==> src/rtl/dtmf_port_pkg.sv <==
package dtmf_port_pkg;

   // access kind, encoded as {rs0, rw}
   typedef enum logic [1:0] {
      ACC_TX_WR   = 2'b00,
      ACC_RX_RD   = 2'b01,
      ACC_CTRL_WR = 2'b10,
      ACC_STAT_RD = 2'b11
   } acc_kind_t;

   // control word A fields
   localparam int unsigned CA_TONE = 0;
   localparam int unsigned CA_CPRG = 1;
   localparam int unsigned CA_IEN  = 2;
   localparam int unsigned CA_SEL  = 3;
   // control word B fields
   localparam int unsigned CB_NOBURST = 0;
   // status word fields
   localparam int unsigned ST_IRQ = 0;
   localparam int unsigned ST_RDY = 1;
   localparam int unsigned ST_RXV = 2;
   localparam int unsigned ST_ABS = 3;

   // bus bundle layout inside the synchronizer
   localparam int unsigned BB_PHI = 0;
   localparam int unsigned BB_CSN = 1;
   localparam int unsigned BB_RW  = 2;
   localparam int unsigned BB_RS  = 3;
   localparam int unsigned BB_D   = 4;

endpackage

==> src/rtl/dtmf_port_sync.sv <==
module dtmf_port_sync
   import dtmf_port_pkg::*;
#(
   parameter int unsigned DATA_W      = 4,
   parameter int unsigned SYNC_STAGES = 2
) (
   input  logic              clk,
   input  logic              rst_n,
   input  logic              phi2,
   input  logic              cs_n,
   input  logic              rw,
   input  logic              rs0,
   input  logic [DATA_W-1:0] d_in,
   output logic              acc_fire,
   output acc_kind_t         acc_kind,
   output logic [DATA_W-1:0] acc_data
);

   localparam int unsigned BW = DATA_W + BB_D;
   localparam logic [BW-1:0] IDLE = BW'(1) << BB_CSN;

   logic [BW-1:0] live;
   logic [BW-1:0] dly;
   logic          phi_prev;

   assign live = {d_in, rs0, rw, cs_n, phi2};

   generate
      if (SYNC_STAGES == 0) begin : g_direct
         assign dly = live;
      end else begin : g_pipe
         logic [BW-1:0] pipe [SYNC_STAGES];
         always_ff @(posedge clk or negedge rst_n) begin
            if (!rst_n) begin
               for (int k = 0; k < SYNC_STAGES; k++) pipe[k] <= IDLE;
            end else begin
               pipe[0] <= live;
               for (int k = 1; k < SYNC_STAGES; k++) pipe[k] <= pipe[k-1];
            end
         end
         assign dly = pipe[SYNC_STAGES-1];
      end
   endgenerate

   always_ff @(posedge clk or negedge rst_n) begin
      if (!rst_n) phi_prev <= 1'b0;
      else        phi_prev <= dly[BB_PHI];
   end

   assign acc_fire = phi_prev & ~dly[BB_PHI] & ~dly[BB_CSN];
   assign acc_kind = acc_kind_t'({dly[BB_RS], dly[BB_RW]});
   assign acc_data = dly[BB_D +: DATA_W];

endmodule

==> src/rtl/dtmf_port_ctrl.sv <==
module dtmf_port_ctrl
   import dtmf_port_pkg::*;
#(
   parameter int unsigned DATA_W = 4
) (
   input  logic              clk,
   input  logic              rst_n,
   input  logic              acc_fire,
   input  acc_kind_t         acc_kind,
   input  logic [DATA_W-1:0] acc_data,
   output logic [DATA_W-1:0] tx_code,
   output logic              tx_load,
   output logic              tone_en,
   output logic              cp_mode,
   output logic              irq_en,
   output logic              burst_en,
   output logic              sel_pend
);

   logic wr_tx;
   logic wr_ctl;
   logic no_burst;

   assign wr_tx  = acc_fire && (acc_kind == ACC_TX_WR);
   assign wr_ctl = acc_fire && (acc_kind == ACC_CTRL_WR);

   always_ff @(posedge clk or negedge rst_n) begin
      if (!rst_n) begin
         tx_code <= '0;
         tx_load <= 1'b0;
      end else begin
         tx_load <= wr_tx;
         if (wr_tx) tx_code <= acc_data;
      end
   end

   always_ff @(posedge clk or negedge rst_n) begin
      if (!rst_n) begin
         tone_en  <= 1'b0;
         cp_mode  <= 1'b0;
         irq_en   <= 1'b0;
         sel_pend <= 1'b0;
         no_burst <= 1'b0;
      end else if (wr_ctl) begin
         if (sel_pend) begin
            no_burst <= acc_data[CB_NOBURST];
            sel_pend <= 1'b0;
         end else begin
            tone_en  <= acc_data[CA_TONE];
            cp_mode  <= acc_data[CA_CPRG];
            irq_en   <= acc_data[CA_IEN];
            sel_pend <= acc_data[CA_SEL];
         end
      end
   end

   assign burst_en = ~no_burst;

endmodule

==> src/rtl/dtmf_port_status.sv <==
module dtmf_port_status
   import dtmf_port_pkg::*;
#(
   parameter int unsigned DATA_W = 4
) (
   input  logic              clk,
   input  logic              rst_n,
   input  logic              acc_fire,
   input  acc_kind_t         acc_kind,
   input  logic              rx_valid,
   input  logic [DATA_W-1:0] rx_code,
   input  logic              tone_absent,
   input  logic              burst_done,
   input  logic              burst_en,
   input  logic              irq_en,
   output logic [DATA_W-1:0] rxd_q,
   output logic              rdy_flag,
   output logic              rxv_flag,
   output logic              abs_flag,
   output logic [DATA_W-1:0] stat_word,
   output logic              irq_n
);

   logic rd_clr;
   logic irq_act;

   assign rd_clr = acc_fire && (acc_kind == ACC_STAT_RD);

   always_ff @(posedge clk or negedge rst_n) begin
      if (!rst_n) begin
         rdy_flag <= 1'b0;
         rxv_flag <= 1'b0;
         abs_flag <= 1'b0;
         rxd_q    <= '0;
      end else begin
         // an event in the clearing clock takes precedence
         if (!burst_en)       rdy_flag <= 1'b0;
         else if (burst_done) rdy_flag <= 1'b1;
         else if (rd_clr)     rdy_flag <= 1'b0;

         if (rx_valid)        rxv_flag <= 1'b1;
         else if (rd_clr)     rxv_flag <= 1'b0;

         if (tone_absent)     abs_flag <= 1'b1;
         else if (rd_clr)     abs_flag <= 1'b0;

         if (rx_valid)        rxd_q <= rx_code;
      end
   end

   assign irq_act = irq_en & (rdy_flag | rxv_flag);
   assign irq_n   = ~irq_act;

   always_comb begin
      stat_word         = '0;
      stat_word[ST_IRQ] = irq_act;
      stat_word[ST_RDY] = rdy_flag;
      stat_word[ST_RXV] = rxv_flag;
      stat_word[ST_ABS] = abs_flag;
   end

endmodule

==> src/rtl/dtmf_host_port.sv <==
module dtmf_host_port
   import dtmf_port_pkg::*;
#(
   parameter int unsigned DATA_W      = 4,
   parameter int unsigned SYNC_STAGES = 2
) (
   input  logic              clk,
   input  logic              rst_n,
   input  logic              phi2,
   input  logic              cs_n,
   input  logic              rw,
   input  logic              rs0,
   input  logic [DATA_W-1:0] d_in,
   output logic [DATA_W-1:0] d_out,
   output logic              d_oe,
   output logic              irq_n,
   output logic [DATA_W-1:0] tx_code,
   output logic              tx_load,
   output logic              tone_en,
   output logic              cp_mode,
   output logic              burst_en,
   input  logic [DATA_W-1:0] rx_code,
   input  logic              rx_valid,
   input  logic              tone_absent,
   input  logic              burst_done
);

   generate
      if (DATA_W < 4) begin : g_bad_width
         $error("dtmf_host_port: DATA_W must be at least 4");
      end
      if (SYNC_STAGES > 8) begin : g_bad_sync
         $error("dtmf_host_port: SYNC_STAGES above 8 is not supported");
      end
   endgenerate

   logic              acc_fire;
   acc_kind_t         acc_kind;
   logic [DATA_W-1:0] acc_data;
   logic              irq_en;
   logic              sel_pend;
   logic [DATA_W-1:0] rxd_q;
   logic              rdy_flag;
   logic              rxv_flag;
   logic              abs_flag;
   logic [DATA_W-1:0] stat_word;

   dtmf_port_sync #(.DATA_W(DATA_W), .SYNC_STAGES(SYNC_STAGES)) u_sync (
      .clk      (clk),
      .rst_n    (rst_n),
      .phi2     (phi2),
      .cs_n     (cs_n),
      .rw       (rw),
      .rs0      (rs0),
      .d_in     (d_in),
      .acc_fire (acc_fire),
      .acc_kind (acc_kind),
      .acc_data (acc_data)
   );

   dtmf_port_ctrl #(.DATA_W(DATA_W)) u_ctrl (
      .clk      (clk),
      .rst_n    (rst_n),
      .acc_fire (acc_fire),
      .acc_kind (acc_kind),
      .acc_data (acc_data),
      .tx_code  (tx_code),
      .tx_load  (tx_load),
      .tone_en  (tone_en),
      .cp_mode  (cp_mode),
      .irq_en   (irq_en),
      .burst_en (burst_en),
      .sel_pend (sel_pend)
   );

   dtmf_port_status #(.DATA_W(DATA_W)) u_stat (
      .clk         (clk),
      .rst_n       (rst_n),
      .acc_fire    (acc_fire),
      .acc_kind    (acc_kind),
      .rx_valid    (rx_valid),
      .rx_code     (rx_code),
      .tone_absent (tone_absent),
      .burst_done  (burst_done),
      .burst_en    (burst_en),
      .irq_en      (irq_en),
      .rxd_q       (rxd_q),
      .rdy_flag    (rdy_flag),
      .rxv_flag    (rxv_flag),
      .abs_flag    (abs_flag),
      .stat_word   (stat_word),
      .irq_n       (irq_n)
   );

   // read data is live while the strobe is high; selection uses the live rs0
   assign d_oe  = phi2 & ~cs_n & rw;
   assign d_out = d_oe ? (rs0 ? stat_word : rxd_q) : '0;

endmodule

==> config.mk <==
export PLATFORM = sky130hd
export DESIGN_NAME = dtmf_host_port
export DESIGN_NICKNAME = d
export VERILOG_FILES = /design/src/rtl/dtmf_port_pkg.sv /design/src/rtl/dtmf_port_sync.sv /design/src/rtl/dtmf_port_ctrl.sv /design/src/rtl/dtmf_port_status.sv /design/src/rtl/dtmf_host_port.sv
export SDC_FILE = /design/constraint.sdc
export NUM_CORES = 1
export LEC_CHECK = 0
export BUFFER_PORTS_ARGS = -buffer_cell sky130_fd_sc_hd__buf_2
export CAP_MARGIN = 40
export CELL_PAD_IN_SITES_DETAIL_PLACEMENT = 1
export CELL_PAD_IN_SITES_GLOBAL_PLACEMENT = 2
export CORE_ASPECT_RATIO = 0.9
export CORE_UTILIZATION = 31
export CTS_CLUSTER_DIAMETER = 60
export DETAILED_ROUTE_END_ITERATION = 10
export MAX_ROUTING_LAYER = met4
export PLACE_DENSITY_LB_ADDON = 0.2
export SYNTH_ARGS = -nofsm -noshare
export SYNTH_HDL_FRONTEND = slang
export SYNTH_HIERARCHICAL = 1
export SYNTH_SLANG_ARGS = --single-unit
==> constraint.sdc <==
create_clock -name clk -period 1.3 [get_ports clk]
set_input_delay 0 -clock clk [delete_from_list [all_inputs] [get_ports clk]]
set_output_delay 0 -clock clk [all_outputs]
set_load 0.02 [all_outputs]
; ---- Word-level counts from Yosys, hierarchy flattened
; Index checks and enable logic that the tools add are counted.
[word_totals]
reg_bits = 34
input_bits = 17
word_cells = 45
[op_classes]
n_eq_ne = 2
muxes = 8
bitwise = 12
reduce_logical = 9
[ops]
columns = op, count
row1 = $mux W4, 2
row2 = $mux W1, 6
row3 = $not A1 Y1, 6
row4 = $and A1 B1 Y1, 5
row5 = $eq A2 B2 Y1 const B, 2
row6 = $reduce_and A2 Y1, 2
row7 = $reduce_bool A2 Y1, 2
row8 = $logic_and A1 B1 Y1, 3
row9 = $reduce_bool A3 Y1, 1
row10 = $logic_not A2 Y1, 1
row11 = $or A1 B1 Y1, 1

; ---- Depth between registers and ports, before layout
; Gate-level depths: netlist (run 1).
[depth]
ltp_word = 7
ltp_mapped = 5
mapped_depth_nobuf = 4

; ---- Modules after synthesis
; Netlist (run 1), hierarchy kept.
[by_module_without_submodules]
columns = mod, n_inst, cells_per_inst, area_per_inst_um2
row1 = dtmf_port_sync, 1, 24, 485.5
row2 = dtmf_port_ctrl, 1, 25, 409.1
row3 = dtmf_port_status, 1, 23, 297.8
row4 = dtmf_host_port, 1, 11, 71.3

; ---- Worst setup path after synthesis (run 1)
; OpenSTA, ideal clock, no wires.
[synth_timing]
path_kind = register -> register
startpoint = register u_sync.g_pipe.pipe, in the netlist u_sync/dly[0]
endpoint = register u_ctrl.tx_code[0]
setup_time_ns = 0.125
t_arrival_ns = 1.311
required_ns = 1.175
slack_ns = -0.135
path_stages_with_launch = 4
n_path_buf = 0
path_cell_list = dfrtp_1 > nor3b_2 > nor3b_4 > mux2_2
[synth_between]
elab_chain_len = 4
[synth_lines]
columns = item, line
row1 = "start, declared", dtmf_port_sync.sv:32  ; logic [BW-1:0] pipe [SYNC_STAGES];
row2 = $not A1 Y1, dtmf_port_sync.sv:50  ; assign acc_fire = phi_prev & ~dly[BB_PHI] & ~dly[BB_CSN];
row3 = $and A1 B1 Y1 (2 in a row), dtmf_port_sync.sv:50
row4 = net acc_fire, dtmf_host_port.sv:37  ; logic acc_fire;
row5 = $logic_and A1 B1 Y1, dtmf_port_ctrl.sv:24  ; assign wr_tx = acc_fire && (acc_kind == ACC_TX_WR);
row6 = net u_ctrl.wr_tx, dtmf_port_ctrl.sv:20  ; logic wr_tx;
row7 = "end signal, assigned", dtmf_port_ctrl.sv:33  ; if (wr_tx) tx_code <= acc_data;
row8 = "end, declared", dtmf_port_ctrl.sv:11  ; output logic [DATA_W-1:0] tx_code,
; The timed path passes the listed nets, and every way through them passes these cells.
; A chain may end at the register's enable or synchronous reset.

; ---- Worst setup path in the final report (run 1)
[layout_timing]
startpoint = register u_sync.g_pipe.pipe, in the netlist u_sync/dly[0]
endpoint = register u_ctrl.tx_code[2]
; Same word-level chain as after synthesis.

==> results.py, run 1 <==
metrics = {
    "power_and_ir_drop": {
        "finalPower_mw": 2.41,
        "combPwrFrac_pct": 18.6,
        "internal_power_mw": 1.79,
        "p_per_area_nw_per_um2": 1390,
        "power_frac_seq_pct": 52.2,
        "max-vdd-ir-drop_mv": 0.593,
        "p_switching_mw": 0.619,
        "power_frac_clock_pct": 29.2,
        "netSwitchingFraction_pct": 25.7,
        "p_leak_nw": 0.832,
    },
    "clocking": {
        "cts_tree": "yes",
        "clockRootBuffer": "clkbuf_8",
        "clkLatencyLatePin_ns": 0.28,
        "clkTransAtPathRegs_ns": 0.06,
        "htreeDepth": 2,
        "clockBufferDepth": 2,
        "cts_buffers": 5,
        "cts_sinks": 34,
    },
    "floorplan": {
        "core_um2": 3810,
        "rows": 21,
        "initial_core_util_pct": 33.2,
        "die_h_um": 62.6,
        "die_area_um2": 4340,
        "die_width_um": 69.3,
        "io_pins": 31,
    },
    "yosys": {
        "synth.area.mux_share_pct": 14.8,
        "synth_compound_area_share_pct": 2.77,
        "synth-simple-area-share_pct": 7.43,
        "ys.warnings.count": 6,
        "syn-num-nets": 100,
        "syn_avg_cell_area_um2": 15.2,
        "syn_area_um2": 1260,
        "synth-xor-area-share_pct": 0,
        "synthAdderAreaFrac_pct": 0,
        "synth_top_family_by_area": "multiplexers",
        "synth-seq-area-share_pct": 67.5,
        "synthCells": 83,
        "synth-seq-cells": 34,
        "yosys.cell_types.count": 19,
    },
    "run": {
        "cap_viol_max_count": 0,
    },
    "sta": {
        "fin_ws_ns": -0.0922,
        "slew_viol_final": 0,
        "rsz0062_at_grt": "yes",
        "hold_viol_final": 0,
        "slew_headroom_pct": 71.4,
        "worst_clock_skew_ns": 0.00702,
        "fmax_mhz": 718,
        "fin_tns_setup_ns": -0.642,
        "finalCriticalPeriod_ns": 1.39,
        "setup_viol": 9,
        "worst_pin_slew_ns": 0.429,
        "period_share_pct": 107,
    },
    "place": {
        "hpwl_mm": 1.60,
        "dpl-instance-area_um2": 1450,
        "gp_congestion": 0.680,
        "port_buffers": 30,
    },
    "grt": {
        "grt_pass1_vias": 828,
        "antenna_found_initial": 0,
        "grt_overflow_total": 0,
        "grt_pass1_wl_mm": 4.13,
        "track_usage_pct": 13.0,
        "grt_max_degree": 35,
    },
    "setup_path": {
        "worst-endpoint-arrival_ns": 1.55,
        "cp_max_fo": 5,
        "slowest_delay_ns": 0.40,
        "cpMostUsedCell": "nor3b_4",
        "path_cells": "nor3b_4 -> nor3b_4 -> buf_6 -> mux2_4",
        "r2r_slack_ns": -0.09,
        "start_kind": "flip-flop",
        "critPathKind": "reg2reg",
        "reg2regPathDepth": 4,
        "timing.rr.start": "u_sync/dly[0]",
        "worstSetupPathDepth": 4,
        "end_kind": "flip-flop",
        "cp_slowest_cell": "dfrtp_1",
        "path_delay_family": "simple AND/OR/NAND/NOR gates",
        "worstPathRequired_ns": 1.46,
        "path_buf_inv": 1,
        "r2r_end": "u_ctrl/tx_code[2]",
    },
    "cells_and_area": {
        "finish.instance_area_um2": 1740,
        "multi_input_area_um2": 355,
        "diodes": 0,
        "drive_above_1_share_pct": 47.0,
        "final_util_pct": 45.6,
        "regArea_um2": 853,
        "syn_to_final_growth_pct": 37.3,
        "n_fill_cell": 391,
        "nNetsFinal": 149,
    },
    "hold_path": {
        "hold_path_class": "in2async",
    },
    "run_status": {
        "failed_checks": "setup timing",
        "status": "finished, violations left",
    },
    "route": {
        "drt-total-wl_mm": 2.38,
        "viasPerCell": 4.35,
        "wire_per_inst_um": 13.3,
        "drc_errors": 0,
        "dr.pass1.iters": 4,
        "dr.first_iter.drc_count": 15,
        "ant_nets": 0,
        "vias": 774,
    },
}
[kinds of logic after synthesis]
kind of cell    count (synthesis)
flops                          34
mux                            17
buf+inv                        15
simple gates                   12
compound gates                  5
[metal layers]
| layer | GRT usage (%) | wire, µm | vias up |
|---|---|---|---|
| li1 | - | - | 365 |
| met3 | 5.48 | 115 | 2 |
| met5 | - | 0 | - |
| met1 | 16.3 | 1140 | 389 |
| met4 | 3.83 | 10 | 0 |
| met2 | 19.3 | 1110 | 18 |
[cells in the mapped netlist (all sizes together)]
| cell type | count | share of area (%) |
|---|---|---|
| a21o | 2 | 1.3 |
| a41oi | 1 | 0.69 |
| and4bb | 1 | 0.99 |
| buf | 10 | 5.9 |
| clkbuf | 1 | 0.40 |
| dfrtp | 32 | 63 |
| dfstp | 2 | 4.2 |
| inv | 4 | 1.2 |
| mux2 | 13 | 12 |
| mux2i | 4 | 3.2 |
| nand3 | 1 | 0.40 |
| nand3b | 2 | 1.2 |
| nand4b | 1 | 0.69 |
| nor2 | 4 | 1.2 |
| nor2b | 1 | 0.50 |
| nor3b | 2 | 2.5 |
| o21ai | 2 | 0.79 |
[per-stage QoR]
step / setup WS (ns) / cells / hold WS (ns)
floorplan: -0.0914 / 83 / -0.296
global placement: -0.0919 / 153 / 0.0511
detailed placement: -0.154 / 153 / 0.0547
CTS: -0.110 / 179 / 0.285
global route: -0.147 / 178 / 0.287
finish: -0.0922 / 178 / 0.274
[flip-flops by register name (all words and copies together) (netlist names)]
name	flops
u_stat/abs_flag	1
u_ctrl/irq_en	1
u_ctrl/tx_load	1
u_ctrl/tone_en	1
u_sync/dly	8
u_ctrl/no_burst	1
u_sync/g_pipe.pipe	8
u_sync/phi_prev	1
u_stat/rxv_flag	1
u_ctrl/sel_pend	1
u_ctrl/tx_code	4
u_ctrl/cp_mode	1
u_stat/rdy_flag	1
u_stat/rxd_q	4
[power groups by stage]
stage / Combinational (mW) / Clock, mW / Sequential (mW)
detailed placement: 0.391 / 0 / 1.27
global placement: 0.378 / 0 / 1.27
floorplan: 0.213 / 0 / 1.30
CTS: 0.449 / 0.733 / 1.25
global route: 0.490 / 0.787 / 1.27
finish: 0.448 / 0.703 / 1.26
[worst max-delay path by stage]
stage,start,end
after global routing,u_sync/dly[0],u_ctrl/no_burst
final,u_sync/dly[0],u_ctrl/tx_code[2]
after global placement,u_sync/dly[0],u_ctrl/tx_code[3]
after CTS,u_sync/dly[0],u_ctrl/tx_code[0]
after detailed placement,u_sync/dly[0],u_ctrl/tx_code[0]
after floorplan,u_sync/dly[0],u_ctrl/tx_code[0]
[cell type report]
class,count,share of cell area (%)
repair buffers,53,21.8
flip-flops and latches,34,49.2
clock buffers,7,4.40
multi-input cells,34,20.5
well taps,46,3.32
inverters,4,0.865
[layout by cell type (no fill, tap or decap)]
master	n
a21o_1	1
dfstp_2	2
mux2i_1	4
nor3b_4	2
o21ai_2	1
nor2b_1	1
mux2_4	8
a21o_2	1
o21ai_0	1
buf_4	8
a41oi_1	1
nand3_1	1
buf_2	27
and4bb_2	1
nor2_1	4
buf_6	2
inv_1	4
clkbuf_8	5
mux2_2	5
nand3b_1	2
clkbuf_1	2
nand4b_1	1
dfrtp_1	32
dlygate4sd3_1	16
[what timing repair did]
item                                    in CTS  in global routing
buffers inserted                             3                  1
hold buffers                                16                  0
hold endpoints to repair                    47                  0
gates resized for setup                      5                  5
endpoints found under the setup margin       7                 15
pin swaps                                    1                  4
[worst reg2reg max path: cells and delay by family (launching register included)]
kind,cells,cell delay [ns]
multiplexers,1,0.30
AND/OR/NAND/NOR,2,0.43
flip-flops,1,0.40
buffers and inverters,1,0.15
Note: power is estimated with default switching activity, not from simulation.
==> run 2: changes to the inputs <==
- BUFFER_PORTS_ARGS: -buffer_cell sky130_fd_sc_hd__buf_2 -> unset
- CORE_UTILIZATION: 31 -> 37
- DONT_BUFFER_PORTS: unset -> 1
==> results.py, run 2 (synthesis results as in run 1) <==
metrics = {
    "sta": {
        "finalCriticalPeriod_ns": 1.39,
        "slew_headroom_pct": 73.8,
        "fmax_mhz": 719,
        "period_share_pct": 107,
        "fin_tns_setup_ns": -0.691,
        "slew_viol_final": 0,
        "worst_pin_slew_ns": 0.392,
        "fin_ws_ns": -0.0911,
        "worst_clock_skew_ns": 0.00610,
        "hold_viol_final": 0,
        "setup_viol": 9,
        "rsz0062_at_grt": "yes",
    },
    "power_and_ir_drop": {
        "p_leak_nw": 0.720,
        "max-vdd-ir-drop_mv": 0.929,
        "power_frac_clock_pct": 31.9,
        "netSwitchingFraction_pct": 24.7,
        "internal_power_mw": 1.80,
        "combPwrFrac_pct": 13.0,
        "power_frac_seq_pct": 55.1,
        "p_per_area_nw_per_um2": 1480,
        "p_switching_mw": 0.590,
    },
    "floorplan": {
        "die_area_um2": 3650,
        "core_um2": 3160,
        "initial_core_util_pct": 40.0,
        "io_pins": 31,
        "die_width_um": 63.6,
        "die_h_um": 57.4,
        "rows": 19,
    },
    "clocking": {
        "cts_buffers": 5,
        "clkTransAtPathRegs_ns": 0.06,
        "clockRootBuffer": "clkbuf_8",
        "cts_sinks": 34,
        "htreeDepth": 2,
        "clkLatencyLatePin_ns": 0.27,
        "cts_tree": "yes",
        "clockBufferDepth": 2,
    },
    "grt": {
        "grt_pass1_vias": 737,
        "grt_pass1_wl_mm": 3.59,
        "antenna_found_initial": 0,
        "track_usage_pct": 14.1,
        "grt_max_degree": 35,
        "grt_overflow_total": 0,
    },
    "setup_path": {
        "path_cells": "nor3b_4 -> nor3b_4 -> buf_6 -> mux2_4",
        "end_kind": "flip-flop",
        "worst-endpoint-arrival_ns": 1.55,
        "worstPathRequired_ns": 1.46,
        "cp_max_fo": 5,
        "cpMostUsedCell": "nor3b_4",
        "critPathKind": "reg2reg",
        "slowest_delay_ns": 0.40,
        "cp_slowest_cell": "dfrtp_1",
        "start_kind": "flip-flop",
    },
    "place": {
        "dp.cells": 119,
        "hpwl_mm": 1.37,
        "port_buffers": 0,
        "gp_congestion": 0.637,
    },
    "route": {
        "viasPerCell": 4.61,
        "dr.first_iter.drc_count": 6,
        "wire_per_inst_um": 14.5,
        "vias": 673,
        "drc_errors": 0,
        "dr.pass1.iters": 3,
        "drt-total-wl_mm": 2.12,
        "ant_nets": 0,
    },
    "cells_and_area": {
        "drive_above_1_share_pct": 33.7,
        "syn_to_final_growth_pct": 27.3,
        "stdcell_count": 146,
        "layout_commonest_cell": "dfrtp_1",
        "final_cell_mix": "dfrtp_1 (32), dlygate4sd3_1 (16), mux2_4 (8), clkbuf_8 (6)",
        "nNetsFinal": 120,
        "diodes": 0,
    },
    "run_status": {
        "failed_checks": "setup timing",
        "status": "finished, violations left",
    },
    "hold_path": {
        "hold_path_class": "in2async",
    },
    "run": {
        "cap_viol_max_count": 0,
    },
}
==> run 2: cell count changes in the layout (fill, tap and decap cells not counted) <==
cell	before	now
o21ai_2	1	0
buf_2	27	0
clkinv_2	0	1
o21ai_1	0	1
clkbuf_8	5	6
buf_4	8	5
clkbuf_1	2	1
nand3_1	1	0
nand3_2	0	1
buf_12	0	1
==> run 2: layout make-up <==
cell class                      instances  area [µm²]
Sequential cell                        34         853
Clock buffer                            7        86.3
Timing Repair Buffer                   24         240
Fill cell                             311        1550
Clock inverter                          1        5.00
Multi-Input combinational cell         34         357
Tap cell                               42        52.6
Inverter                                4        15.0
==> run 2: through the flow <==
step           utilization (%)  hold WS (ns)  instance area (µm²)  worst slack [ns]  power (mW)
2_1_floorplan                -        -0.296                 1280           -0.0914        1.52
3_3_place_gp              40.8        -0.295                 1290           -0.0832        1.55
3_5_place_dp              40.8        -0.295                 1290            -0.159        1.56
4_1_cts                   50.5         0.159                 1600            -0.103        2.43
5_1_grt                   50.9         0.171                 1610            -0.153        2.52
6_report                  50.9         0.166                 1610           -0.0911        2.39
==> run 2: metal layers <==
metal / track usage, % / routed length (µm) / vias up / part of all wire [%]
met5: - / 0 / - / 0
met4: 7.79 / 20 / 0 / 0.95
met3: 4.80 / 117 / 2 / 5.5
met2: 20.1 / 998 / 18 / 47
met1: 17.7 / 979 / 343 / 46
li1: - / - / 310 / -
==> run 2: power by group through the flow <==
stage	Sequential (mW)	Clock, mW	Combinational [mW]
after floorplan	1.30	0	0.213
after CTS	1.32	0.802	0.311
final	1.31	0.762	0.311
after global placement	1.34	0	0.214
after detailed placement	1.34	0	0.221
after global routing	1.33	0.844	0.341
==> run 2: critical path, delay by kind of cell, from the launching register on <==
family / cells / cell delay (ns)
buf+inv: 1 / 0.15
flops: 1 / 0.40
simple gates: 2 / 0.41
mux: 1 / 0.30
==> run 2: final timing paths <==
check                           depth (start not counted)           endpoint  slack [ns]              startpoint
worst max register to register                          4  u_ctrl/tx_code[3]       -0.09           u_sync/dly[0]
worst min-delay path                                    2     u_ctrl/tx_load        0.17                   rst_n
worst max-delay path                                    4  u_ctrl/tx_code[3]       -0.09           u_sync/dly[0]
worst min register to register                          0      u_sync/dly[5]        0.35  u_sync/g_pipe.pipe[13]
max in group asynchronous                               2      u_sync/dly[1]        0.89                   rst_n
min in group clk                                        2           d_out[1]        0.24                     rs0
==> run 2: timing repair <==
action | in CTS | in global routing
gates cloned | 0 | 0
setup endpoints to repair | 7 | 11
hold buffers | 17 | 0
setup buffers | 2 | 1
pin swaps | 2 | 2
hold endpoints to repair | 49 | 0
gates resized for setup | 5 | 3
